$ cat config.mk
export PLATFORM = sky130hd
export DESIGN_NAME = swm_regfile
export DESIGN_NICKNAME = d
export VERILOG_FILES = /design/src/rtl/swm_pkg.sv /design/src/rtl/swm_rst_sync.sv /design/src/rtl/swm_bank.sv /design/src/rtl/swm_rdmux.sv /design/src/rtl/swm_regfile.sv
export SDC_FILE = /design/constraint.sdc
export NUM_CORES = 1
export LEC_CHECK = 0
export CORE_MARGIN = 4
export CORE_UTILIZATION = 43
export CTS_CLUSTER_DIAMETER = 50
export DETAILED_ROUTE_END_ITERATION = 10
export PLACE_DENSITY = 0.71
export SLEW_MARGIN = 20
export SYNTH_ARGS = -nofsm -noshare
export SYNTH_HDL_FRONTEND = slang
export SYNTH_HIERARCHICAL = 1
export SYNTH_SLANG_ARGS = --single-unit
$ cat constraint.sdc
create_clock -name clk -period 2.45 [get_ports clk]
set_input_delay 0.3675 -clock clk [delete_from_list [all_inputs] [get_ports clk]]
set_output_delay 0.3675 -clock clk [all_outputs]
set_load 0.01 [all_outputs]
$ cat src/rtl/swm_pkg.sv
package swm_pkg;
  localparam int SW_PER_BANK = 16;
  localparam int N_BANKS     = 2;
  localparam int BYTE_W      = 8;
  localparam int ADDR_W      = 8;
  localparam int BYTES_PER_BANK = SW_PER_BANK / BYTE_W;
  localparam logic [ADDR_W-1:0] LIVE_BASE   = 8'h00;
  localparam logic [ADDR_W-1:0] SHADOW_BASE = 8'h10;
  localparam logic [ADDR_W-1:0] CMD_BASE    = 8'h14;
endpackage

$ cat src/rtl/swm_rst_sync.sv
module swm_rst_sync (
  input  logic clk,
  input  logic rst_n,
  output logic rst_sync_n
);
  logic [1:0] stage_q;

  always_ff @(posedge clk or negedge rst_n) begin
    if (!rst_n) stage_q <= 2'b00;
    else        stage_q <= {stage_q[0], 1'b1};
  end

  assign rst_sync_n = stage_q[1];
endmodule

$ cat src/rtl/swm_bank.sv
module swm_bank #(
  parameter int W      = swm_pkg::SW_PER_BANK,
  parameter int BYTE_W = swm_pkg::BYTE_W
) (
  input  logic              clk,
  input  logic              rst_n,
  input  logic [W/BYTE_W-1:0] live_we,
  input  logic [W/BYTE_W-1:0] sh_we,
  input  logic              cmd_we,
  input  logic [BYTE_W-1:0] wdata,
  output logic [W-1:0]      live_q,
  output logic [W-1:0]      sh_q
);
  localparam int NB    = W / BYTE_W;
  localparam int SEL_W = $clog2(W);
  localparam logic [BYTE_W-1:0] OPEN_CODE = BYTE_W'(W);
  localparam logic [BYTE_W-1:0] COPY_CODE = BYTE_W'(W + 1);

  logic [W-1:0] live_d, sh_d;
  logic         live_en, sh_en;

  assign live_en = cmd_we | (|live_we);
  assign sh_en   = |sh_we;

  always_comb begin
    live_d = live_q;
    if (cmd_we) begin
      if (wdata < BYTE_W'(W))
        live_d = {{(W-1){1'b0}}, 1'b1} << wdata[SEL_W-1:0];
      else if (wdata == OPEN_CODE)
        live_d = '0;
      else if (wdata == COPY_CODE)
        live_d = sh_q;
    end else begin
      for (int i = 0; i < NB; i++)
        if (live_we[i]) live_d[i*BYTE_W +: BYTE_W] = wdata;
    end
  end

  always_comb begin
    sh_d = sh_q;
    for (int i = 0; i < NB; i++)
      if (sh_we[i]) sh_d[i*BYTE_W +: BYTE_W] = wdata;
  end

  always_ff @(posedge clk or negedge rst_n) begin
    if (!rst_n)       live_q <= '0;
    else if (live_en) live_q <= live_d;
  end

  always_ff @(posedge clk or negedge rst_n) begin
    if (!rst_n)     sh_q <= '0;
    else if (sh_en) sh_q <= sh_d;
  end


  close_onehot_chk: assert property (@(posedge clk) disable iff (!rst_n)
    (cmd_we && wdata < BYTE_W'(W)) |=> ($countones(live_q) == 1 && live_q[$past(wdata[SEL_W-1:0])]));

  open_all_chk: assert property (@(posedge clk) disable iff (!rst_n)
    (cmd_we && wdata == OPEN_CODE) |=> (live_q == '0));

  copy_shadow_chk: assert property (@(posedge clk) disable iff (!rst_n)
    (cmd_we && wdata == COPY_CODE) |=> (live_q == $past(sh_q)));

  hold_code_chk: assert property (@(posedge clk) disable iff (!rst_n)
    (cmd_we && wdata > COPY_CODE) |=> $stable(live_q));

  shadow_isolated_chk: assert property (@(posedge clk) disable iff (!rst_n)
    ((|sh_we) && !cmd_we && !(|live_we)) |=> $stable(live_q));
endmodule

$ cat src/rtl/swm_rdmux.sv
module swm_rdmux #(
  parameter int W       = swm_pkg::SW_PER_BANK,
  parameter int BYTE_W  = swm_pkg::BYTE_W,
  parameter int N_BANKS = swm_pkg::N_BANKS,
  parameter int ADDR_W  = swm_pkg::ADDR_W
) (
  input  logic [ADDR_W-1:0]    addr,
  input  logic [N_BANKS*W-1:0] live_flat,
  input  logic [N_BANKS*W-1:0] sh_flat,
  output logic [BYTE_W-1:0]    rd_byte
);
  localparam int NB = W / BYTE_W;

  always_comb begin
    rd_byte = '0;
    for (int b = 0; b < N_BANKS; b++) begin
      for (int k = 0; k < NB; k++) begin
        if (addr == ADDR_W'(int'(swm_pkg::LIVE_BASE) + b*NB + k))
          rd_byte = live_flat[(b*NB + k)*BYTE_W +: BYTE_W];
        if (addr == ADDR_W'(int'(swm_pkg::SHADOW_BASE) + b*NB + k))
          rd_byte = sh_flat[(b*NB + k)*BYTE_W +: BYTE_W];
      end
    end
  end
endmodule

$ cat src/rtl/swm_regfile.sv
module swm_regfile #(
  parameter int W      = swm_pkg::SW_PER_BANK,
  parameter int BYTE_W = swm_pkg::BYTE_W,
  parameter int ADDR_W = swm_pkg::ADDR_W
) (
  input  logic              clk,
  input  logic              rst_n,
  input  logic [ADDR_W-1:0] bus_addr,
  input  logic [BYTE_W-1:0] bus_wdata,
  input  logic              bus_wr,
  input  logic              bus_rd,
  output logic [BYTE_W-1:0] bus_rdata,
  output logic [W-1:0]      sw_a,
  output logic [W-1:0]      sw_b
);
  localparam int N_BANKS = swm_pkg::N_BANKS;
  localparam int NB      = W / BYTE_W;

  logic                 rst_sync_n;
  logic [N_BANKS*W-1:0] live_flat, sh_flat;
  logic [BYTE_W-1:0]    rd_byte, rdata_q;

  swm_rst_sync u_rst_sync (.clk(clk), .rst_n(rst_n), .rst_sync_n(rst_sync_n));

  for (genvar b = 0; b < N_BANKS; b++) begin : g_bank
    logic [NB-1:0] live_we, sh_we;
    logic          cmd_we;

    for (genvar k = 0; k < NB; k++) begin : g_byte
      assign live_we[k] = bus_wr &&
        (bus_addr == ADDR_W'(int'(swm_pkg::LIVE_BASE) + b*NB + k));
      assign sh_we[k] = bus_wr &&
        (bus_addr == ADDR_W'(int'(swm_pkg::SHADOW_BASE) + b*NB + k));
    end
    assign cmd_we = bus_wr && (bus_addr == ADDR_W'(int'(swm_pkg::CMD_BASE) + b));

    swm_bank #(.W(W), .BYTE_W(BYTE_W)) u_bank (
      .clk    (clk),
      .rst_n  (rst_sync_n),
      .live_we(live_we),
      .sh_we  (sh_we),
      .cmd_we (cmd_we),
      .wdata  (bus_wdata),
      .live_q (live_flat[b*W +: W]),
      .sh_q   (sh_flat[b*W +: W])
    );
  end

  swm_rdmux #(.W(W), .BYTE_W(BYTE_W), .N_BANKS(N_BANKS), .ADDR_W(ADDR_W)) u_rdmux (
    .addr     (bus_addr),
    .live_flat(live_flat),
    .sh_flat  (sh_flat),
    .rd_byte  (rd_byte)
  );

  always_ff @(posedge clk or negedge rst_sync_n) begin
    if (!rst_sync_n) rdata_q <= '0;
    else if (bus_rd) rdata_q <= rd_byte;
  end

  assign bus_rdata = rdata_q;
  assign sw_a      = live_flat[0 +: W];
  assign sw_b      = live_flat[W +: W];


  cmd_reads_zero_chk: assert property (@(posedge clk) disable iff (!rst_sync_n)
    (bus_rd && (bus_addr == swm_pkg::CMD_BASE || bus_addr == swm_pkg::CMD_BASE + 8'd1))
    |=> (bus_rdata == '0));

  rdata_hold_chk: assert property (@(posedge clk) disable iff (!rst_sync_n)
    !bus_rd |=> $stable(bus_rdata));

  reset_clear_chk: assert property (@(posedge clk)
    !rst_sync_n |-> (sw_a == '0 && sw_b == '0 && bus_rdata == '0));
endmodule

== After elaboration in Yosys (flattened, before gate mapping) ==
Cells that the tools add are included.

* Register bits after elaboration: 74
* Output and inout port bits: 40

* Bitwise gates (word level): 2
* Shifts and indexed selects: 1
* Reductions and logical operators: 27
* Order comparisons: 1
* Equality and inequality tests: 13
* Muxes and demuxes: 20

{| class="wikitable"
|+ Operators with widths
! operator !! count
|-
| 16-bit two-way mux || 8
|-
| 8-bit two-way mux || 12
|-
| 8-bit by 5-bit == test with 1-bit output (second input constant) || 8
|-
| 8-bit by 2-bit == test with 1-bit output (second input constant) || 2
|-
| 1-bit by 4-bit left shift with 16-bit output (first input constant) || 1
|-
| 3-bit AND reduction || 4
|-
| 1-bit logical AND || 10
|-
| 8-bit by 1-bit == test with 1-bit output (second input constant) || 1
|-
| 8-bit logical NOT || 1
|-
| 8-bit by 5-bit < comparator with 1-bit output (second input constant) || 1
|-
| 4-bit inequality test (second input constant) || 2
|-
| 2-bit AND reduction || 4
|-
| 2-bit nonzero test || 4
|-
| 2-bit OR reduction || 4
|-
| 1-bit OR || 2
|}

== Depth between registers and ports, before layout ==
Gate-level depths: netlist of the first run.

* Depth after elaboration: 9
* Gate-level depth with buffers: 9

== Cells and area by module ==
The synthesis of the first run kept the hierarchy.

{| class="wikitable"
|+ Modules (own cells, without submodules)
! module !! instances !! area an instance (sq um) !! cells each !! sequential area each (sq um)
|-
| swm_bank || 2 || 1,645.3 || 159 || 800.8
|-
| swm_rdmux || 1 || 706.9 || 92 || 0.0
|-
| swm_regfile || 1 || 422.9 || 36 || 200.2
|-
| swm_rst_sync || 1 || 53.8 || 3 || 50.0
|}

== Least setup slack after synthesis of the first run ==
No wires, ideal clock.

* Kind: input to register
* From: in bus_addr[5]
* To: reg g_bank[1].u_bank.live_q[1]
* Stages: 9
* Path slack: 57 ps
* Arrival time: 2,267 ps
* Required time: 2,325 ps
* Setup time: 125 ps
* Cells stage by stage: or4b_1 > buf_6 > nor3_1 > clkbuf_1 > nor2b_1 > a31o_2 > buf_2 > nor2_1 > a21oi_2

{| class="wikitable"
|+ RTL lines
! what !! RTL line !! source
|-
| from (decl) || swm_regfile.sv:8 || <nowiki>input logic [ADDR_W-1:0] bus_addr,</nowiki>
|-
| 8-bit by 5-bit == test with 1-bit output * || swm_regfile.sv:35 || <nowiki>assign cmd_we = bus_wr && (bus_addr == ADDR_W'(int'(swm_pkg::CMD_BASE) + b));</nowiki>
|-
| 1-bit logical AND * || swm_regfile.sv:35 ||
|-
| named net g_bank[1].cmd_we || swm_regfile.sv:27 || <nowiki>logic cmd_we;</nowiki>
|-
| 4-bit inequality test (no source line) (tied with other cells) || n/a ||
|-
| 3-bit AND reduction (no source line) || n/a ||
|-
| to (signal assigned) || swm_bank.sv:48 || <nowiki>else if (live_en) live_q <= live_d;</nowiki>
|-
| to (decl) || swm_bank.sv:11 || <nowiki>output logic [W-1:0] live_q,</nowiki>
|}

Mark *: on every way through the listed nets, which the timed path passes. The rest lies on a longest branch.
A chain may end at the register's enable or synchronous reset.

== Worst setup path after layout of the first run ==
* From: in bus_addr[2]
* To: reg g_bank[0].u_bank.live_q[9]

{| class="wikitable"
|+ RTL lines
! what !! RTL line
|-
| 8-bit by 5-bit == test with 1-bit output * || swm_regfile.sv:35
|-
| 1-bit logical AND * || swm_regfile.sv:35
|-
| named net g_bank[0].cmd_we || swm_regfile.sv:27
|-
| 4-bit inequality test (no source line) (tied with other cells) || n/a
|-
| 3-bit AND reduction (no source line) || n/a
|-
| to (signal assigned) || swm_bank.sv:48
|-
| to (decl) || swm_bank.sv:11
|}

Marks and branches as above.

==> metrics.yaml, run 1 <==
finalCriticalPeriod_ps: 2340
area_growth_syn_to_layout_pct: 27.4
cts_buffer_depth: 2
cts_hold_buf: 0
root_buffer: "clkbuf_8"
cp_top_family: "buffers and inverters"
nNetsFinal: 567
drt_pass1_iterations: 4
regArea_um2: 1850
fin_total_pwr_uw: 2810
drc: 0
maxCapViolations: 0
pwr_density_cell_nw_per_um2: 492
drive_gt1_frac: 0.270
clkPwrFrac: 0.325
power_frac_comb: 0.188
p_leak_uw: 0.00243
ios: 60
dp_hpwl_mm: 9.50
grt_max_degree: 73
cts_tree: "built"
tightestPinTransition_ps: 571
clock_latency_ps: 370
drtIter0Drc: 421
die_area_um2: 12100
vias: 4110
gp_congestion: 0.929
final_core_util: 0.573
slowest_delay_ps: 590
io_buffers: 59
diodes: 0
n_fill_cell: 887
yosysSeqAreaShare: 0.414
initial_core_util: 0.449
fmax_mhz: 428
cts_resized: 0
min_period_over_period: 0.954
synth_nets: 469
path_max_fanout: 9
die_y_um: 110
hold_viol: 0
drt_wl_total_mm: 13.1
cts_made_buffers: 9
cts_setup_buffers: 0
path_class: "in2reg"
dpl.cell_count: 669
reg2reg_slack_ps: 890
synth_warnings: 6
grt_pass1_wl_mm: 21.1
synthesis.area_um2: 4470
core_area_um2: 9950
p_seq_frac: 0.486
hold_class: "in2async"
ys_async_sr_fraction: 1.00
final_cells: 685
final_antenna_net_count: 0
clk_pin_slew_ps: 70
critical_path_arrival_ps: 2620
crit_start: "bus_addr[2]"
synth_edf_count: 0
post-place-ws_ps: -294
setup_ws_ps: 112
multi_input_area_um2: 2350
rows: 36
ys.flop_type: "dfrtp_1"
wire_per_inst_um: 19.1
die_w_um: 110
relSlewSlack: 0.619
ys_ff_latch: 74
ir_drop_mv: 0.241
endpoint_kind: "register"
gr-total-overflow: 0
grt_pass1_vias: 4008
critical_path.reg2reg.startpoint: "g_bank[0].u_bank/live_q[15]$_DFFE_PN0P_"
cp-start-kind: "input pin"
crit_required_ps: 2740
critPathBufInv: 5
cts.sinks: 74
rsz0062_at_grt: "false"
skew_ps: 5.96
outcome: "completed"
switching_power_uw: 779
antenna_found_initial: 0
crit_chain: "clkdlybuf4s50_1, or4bb_4, nor3_2, buf_4, buf_4, inv_2, a21oi_1, buf_4, a21oi_1, a21oi_1"
cts-htree-levels: 3
setup_viol: 0
whs_ps: 161
final_max_slew_viol_count: 0
intPower_uw: 2030
slowest_stage: "or4bb_4"
grt.total_usage: 0.231
viasPerCell: 6.00
swShare: 0.277
postSynthAreaPerCell_um2: 9.97
synth_cells: 449
synthDistinctLibCells: 50
==> cell usage in the layout (no fill, tap or decap), types with 7 or more instances in the layout <==
cell type        instances
nor3_1                  12
a31oi_1                 18
clkbuf_8                 9
nor2b_1                 13
o22ai_1                  8
mux2i_1                 13
nor4_1                   9
nor2_1                  31
a21oi_2                  9
a21oi_1                 47
buf_4                   62
dfrtp_1                 73
mux2_2                  41
nand2_1                 25
inv_1                    7
clkdlybuf4s50_1         58
o31ai_1                 24
nand2b_1                14
==> layout make-up <==
| type | count | share of cell area |
|---|---|---|
| clock buffer | 13 | 0.0244 |
| clock inverter | 3 | 0.00702 |
| inverter | 10 | 0.00658 |
| multi-input combinational | 328 | 0.413 |
| sequential | 74 | 0.325 |
| tap | 133 | 0.0292 |
| timing repair buffer | 124 | 0.195 |
==> power groups by stage <==
stage	registers, uW	clock network [uW]	logic (uW)
after floorplan	1410	0	244
after global placement	1390	0	514
after detailed placement	1390	0	522
after CTS	1360	935	526
after global routing	1380	992	572
final	1370	913	529
==> sequential cells by signal, summed over array words and instances, names as in the netlist <==
signal                count
g_bank.u_bank/live_q     32
g_bank.u_bank/sh_q       32
bus_rdata                 8
u_rst_sync/stage_q        2
==> logic make-up (layout without fill, tap and decap cells) <==
kind of cell / after synthesis / in the layout / synth area share
multiplexers: 58 / 58 / 0.150
AO/OA/AOI/OAI: 137 / 137 / 0.204
buffers and inverters: 47 / 150 / 0.0663
AND/OR/NAND/NOR: 132 / 132 / 0.166
other: 1 / 1 / 0.000838
flip-flops: 74 / 74 / 0.414
==> synthesized netlist by cell type (3+ instances only) <==
cell type,count,area [um^2]
dfrtp_1,74,1850
a21oi_1,48,240
mux2_2,41,462
nor2_1,31,116
nand2_1,25,93.8
o31ai_1,24,180
a31oi_1,18,113
nand2b_1,14,87.6
nor3_1,14,70.1
buf_2,13,65.1
mux2i_1,13,130
nor2b_1,13,81.3
clkbuf_1,11,41.3
nor4_1,9,56.3
a21oi_2,8,70.1
buf_6,8,90.1
o22ai_1,8,50.1
inv_1,7,26.3
or4b_1,5,50.1
a31o_2,4,35.0
nand4bb_1,4,45.0
o21ai_1,4,20.0
o22a_1,4,35.0
a221oi_1,3,26.3
buf_4,3,22.5
inv_2,3,11.3
mux4_2,3,67.6
or4_1,3,22.5
==> final timing paths <==
kind | to | depth (start not counted)
setup reg to reg | bus_rdata[7]$_DFFE_PN0P_ | 4
hold / removal | u_rst_sync/stage_q[0]$_DFF_PN0_ | 1
min in group clk | u_rst_sync/stage_q[1]$_DFF_PN0_ | 0
max in group asynchronous | g_bank[1].u_bank/sh_q[11]$_DFFE_PN0P_ | 1
setup / recovery | g_bank[0].u_bank/live_q[9]$_DFFE_PN0P_ | 10
hold reg to reg | g_bank[0].u_bank/live_q[4]$_DFFE_PN0P_ | 1
==> layer usage <==
layer,part of all wire,up-vias,track usage
met4,0.026,0,0.0980
met1,0.45,2019,0.328
li1,-,1885,-
met2,0.46,176,0.344
met3,0.066,30,0.0425
met5,0,-,0
==> through the flow <==
stage	TNS, ps	cell area [um^2]
final	0	5700
after global routing	0	5700
after CTS	0	5680
after detailed placement	-9470	5500
after global placement	-7610	5500
after floorplan	0	4470
==> worst register-to-register path: stages (launching register included) <==
cell and delay (ps):
dfrtp_1 410, mux4_2 480, o21ai_1 150, o21ai_1 130, mux2_2 290
Note: power is estimated with default switching activity, not from simulation.
==> run 2: changes to the inputs <==
SLEW_MARGIN = 25   (was 20)
==> results of run 2 <==
No change in the layout: final DEF, timing and power equal those of run 1.
==> run 3: changes to the inputs <==
ABC_AREA = 1   (was default)
==> run 3 against run 2 <==
Against the previous run:
- first-iteration DRC count grew 9.5%
- flip-flop and latch count is the same
- clock power shrank 4.9%
- critical path type unchanged
- largest cell class unchanged
- highest routed layer unchanged
==> metrics.yaml, run 3 <==
outcome: "completed"
post-place-ws_ps: 46.2  # +340 ps
io_buffers: 59  # unchanged
ys_ff_latch: 74  # unchanged
crit_chain: "clkdlybuf4s50_1, inv_1, nand2_2, nor2_4, inv_2, nor4_4, nand2_1, nand2_1, inv_1, nand2_1, o21ai_0"
cts-htree-levels: 3  # unchanged
diodes: 0  # unchanged
hold_class: "in2async"
final_cell_mix: "197 x nand2_1, 112 x nor2_1, 73 x dfrtp_1"
synthesis.area_um2: 4560  # +1.9%
gp_congestion: 0.944  # +1.6%
grt_max_degree: 29  # -60%
multi_input_area_um2: 2320  # -1.6%
yosysTopAreaCell: "dfrtp_1"
reg2reg_slack_ps: 1090  # +200 ps
drtIter0Drc: 461  # +9.5%
switching_power_uw: 806  # +3.4%
clock_latency_ps: 370  # about the same
intPower_uw: 1930  # -4.9%
swShare: 0.295  # +0.0172
cts_tree: "built"
cts_made_buffers: 9  # unchanged
clk_pin_slew_ps: 80  # about the same
yosys-top-cells-count: "197 x nand2_1, 112 x nor2_1, 74 x dfrtp_1"
relSlewSlack: 0.657  # +0.0376
drt_wl_total_mm: 14.2  # +8.1%
ys_async_sr_fraction: 1.00  # unchanged
critPathBufInv: 4  # -1
pwr_density_cell_nw_per_um2: 495  # +0.48%
critical_path_arrival_ps: 2290  # -330 ps
final_antenna_net_count: 0  # unchanged
postSynthAreaPerCell_um2: 6.78  # -32%
antenna_found_initial: 0  # unchanged
hold_viol: 0  # unchanged
ys.flop_type: "dfrtp_1"
initial_core_util: 0.442  # -0.00795
ios: 60  # unchanged
synthDistinctLibCells: 25  # -50%
die_area_um2: 12300  # +1.7%
reg2reg_depth: 6  # +2
tns_ps: 0  # unchanged
rows: 37  # +2.8%
nNetsFinal: 762  # +34%
cts.sinks: 74  # unchanged
synth_edf_count: 0  # unchanged
cts_setup_buffers: 0  # unchanged
yosysTopAreaCellShare: 0.406  # -0.00761
r2r_end: "bus_rdata[6]$_DFFE_PN0P_"
path_max_fanout: 16  # +7
skew_ps: 11.4  # +5.41 ps
area_growth_syn_to_layout_pct: 21.2
drt_pass1_iterations: 4  # unchanged
finalCriticalPeriod_ps: 2060  # -280 ps
dp_hpwl_mm: 11.1  # +17%
cp-start-kind: "input pin"
cts_resized: 0  # unchanged
die_y_um: 111  # +0.86%
clkPwrFrac: 0.317  # -0.008
min_period_over_period: 0.840  # -0.114
regArea_um2: 1850  # unchanged
cts_hold_buf: 0  # unchanged
cts_buffer_depth: 2  # unchanged
cp.depth: 11  # +1
rsz0062_at_grt: "false"
drive_gt1_frac: 0.114  # -0.156
gr-total-overflow: 0  # unchanged
ys_top_cells_by_area: "dfrtp_1 41%, nand2_1 16%, nor2_1 9.2%, nand3_1 7.6%, a21oi_1 6.8%"
post-synth-top-count-cell: "nand2_1"
grt_pass1_wl_mm: 23.3  # +10%
setup_ws_ps: 392  # +280 ps
path_class: "in2reg"
power_frac_comb: 0.162  # -0.026
p_leak_uw: 0.00268  # +10%
synth_cells: 672  # +50%
drc: 0  # unchanged
whs_ps: 158  # -3.61 ps
grt.total_usage: 0.238  # +0.00778
vias: 4621  # +12%
fmax_mhz: 486  # +14%
viasPerCell: 5.23  # -13%
slowest_delay_ps: 500  # -90 ps
final_max_slew_viol_count: 0  # unchanged
core_area_um2: 10300  # +3.7%
yosysSeqAreaShare: 0.406  # -0.00761
cp_top_family: "simple AND/OR/NAND/NOR gates"
final_common_cell: "nand2_1"
wire_per_inst_um: 16.1  # -16%
tightestPinTransition_ps: 513  # -58.0 ps
maxCapViolations: 0  # unchanged
grt_pass1_vias: 4323  # +7.9%
worst_path_most_repeated_cell: "nand2_1"
slowest_stage: "clkdlybuf4s50_1"
fin_total_pwr_uw: 2730  # -2.6%
root_buffer: "clkbuf_8"
synth_nets: 692  # +48%
die_w_um: 111  # +0.86%
p_seq_frac: 0.521  # +0.035
n_fill_cell: 1038  # +17%
ir_drop_mv: 0.212  # -12%
crit_start: "bus_addr[5]"
endpoint_kind: "register"
crit_path_end: "bus_rdata[1]$_DFFE_PN0P_"
setup_viol: 0  # unchanged
synth_warnings: 6  # unchanged
critical_path.reg2reg.startpoint: "g_bank[0].u_bank/sh_q[6]$_DFFE_PN0P_"
crit_required_ps: 2680  # -60 ps
## run 3: cell types whose count changed after synthesis, moves of 18 or more
| cell | previous run | this run |
|---|---|---|
| a31oi_1 | 18 | 0 |
| inv_1 | 7 | 60 |
| o31ai_1 | 24 | 0 |
| mux2_2 | 41 | 0 |
| nand3_1 | 2 | 69 |
| nor2_1 | 31 | 112 |
| nand2_1 | 25 | 197 |
## run 3: per-layer routing
layer | routed length [um] | track usage
met1 | 6940 | 0.363
met2 | 5810 | 0.322
met3 | 1040 | 0.0502
met4 | 393 | 0.103
met5 | 0 | 0
## run 3: how the worst min path moves through the flow
stage | startpoint | end | slack [ps] | cells after the start
2_1_floorplan | rst_n | u_rst_sync/stage_q[0]$_DFF_PN0_ | 70 | 0
3_3_place_gp | u_rst_sync/stage_q[1]$_DFF_PN0_ | g_bank[0].u_bank/sh_q[6]$_DFFE_PN0P_ | 240 | 0
3_5_place_dp | u_rst_sync/stage_q[1]$_DFF_PN0_ | g_bank[0].u_bank/sh_q[0]$_DFFE_PN0P_ | 250 | 0
4_1_cts | rst_n | u_rst_sync/stage_q[0]$_DFF_PN0_ | 130 | 1
5_1_grt | rst_n | u_rst_sync/stage_q[0]$_DFF_PN0_ | 140 | 1
6_report | rst_n | u_rst_sync/stage_q[1]$_DFF_PN0_ | 160 | 1
## run 3: logic make-up after synthesis
family                 count (synthesis)  synth area share
and+or+nand+nor                      434             0.426
buffers and inverters                 92            0.0878
DFF                                   74             0.406
AOI/OAI and AO/OA                     71            0.0788
other                                  1          0.000823
## run 3: area by class of cell
cell class,count,area share
Multi-Input combinational cell,506,0.419
Sequential cell,74,0.335
Timing Repair Buffer,78,0.133
Inverter,73,0.0505
Tap cell,136,0.0308
Clock buffer,13,0.0288
Clock inverter,3,0.00272
## run 3: worst reg2reg max path, delay by kind of cell, from the launching register on
kind | cells | cell delay (ps)
flip-flops | 1 | 440
AND/OR/NAND/NOR | 5 | 680
AO/OA/AOI/OAI | 1 | 90
## run 3: through the flow
| stage | util | instances | cell area [um^2] |
|---|---|---|---|
| 6_report | 0.535 | 883 | 5530 |
| 3_5_place_dp | 0.518 | 867 | 5350 |
| 4_1_cts | 0.535 | 883 | 5530 |
| 3_3_place_gp | 0.518 | 867 | 5350 |
| 5_1_grt | 0.535 | 883 | 5530 |
| 2_1_floorplan | - | 672 | 4560 |
## run 3: power by group through the flow
| stage | Combinational (uW) | Sequential, uW | Clock [uW] |
|---|---|---|---|
| after floorplan | 191 | 1440 | 0 |
| after global placement | 435 | 1440 | 0 |
| after detailed placement | 441 | 1440 | 0 |
| after CTS | 442 | 1420 | 906 |
| after global routing | 491 | 1440 | 950 |
| final | 442 | 1420 | 868 |
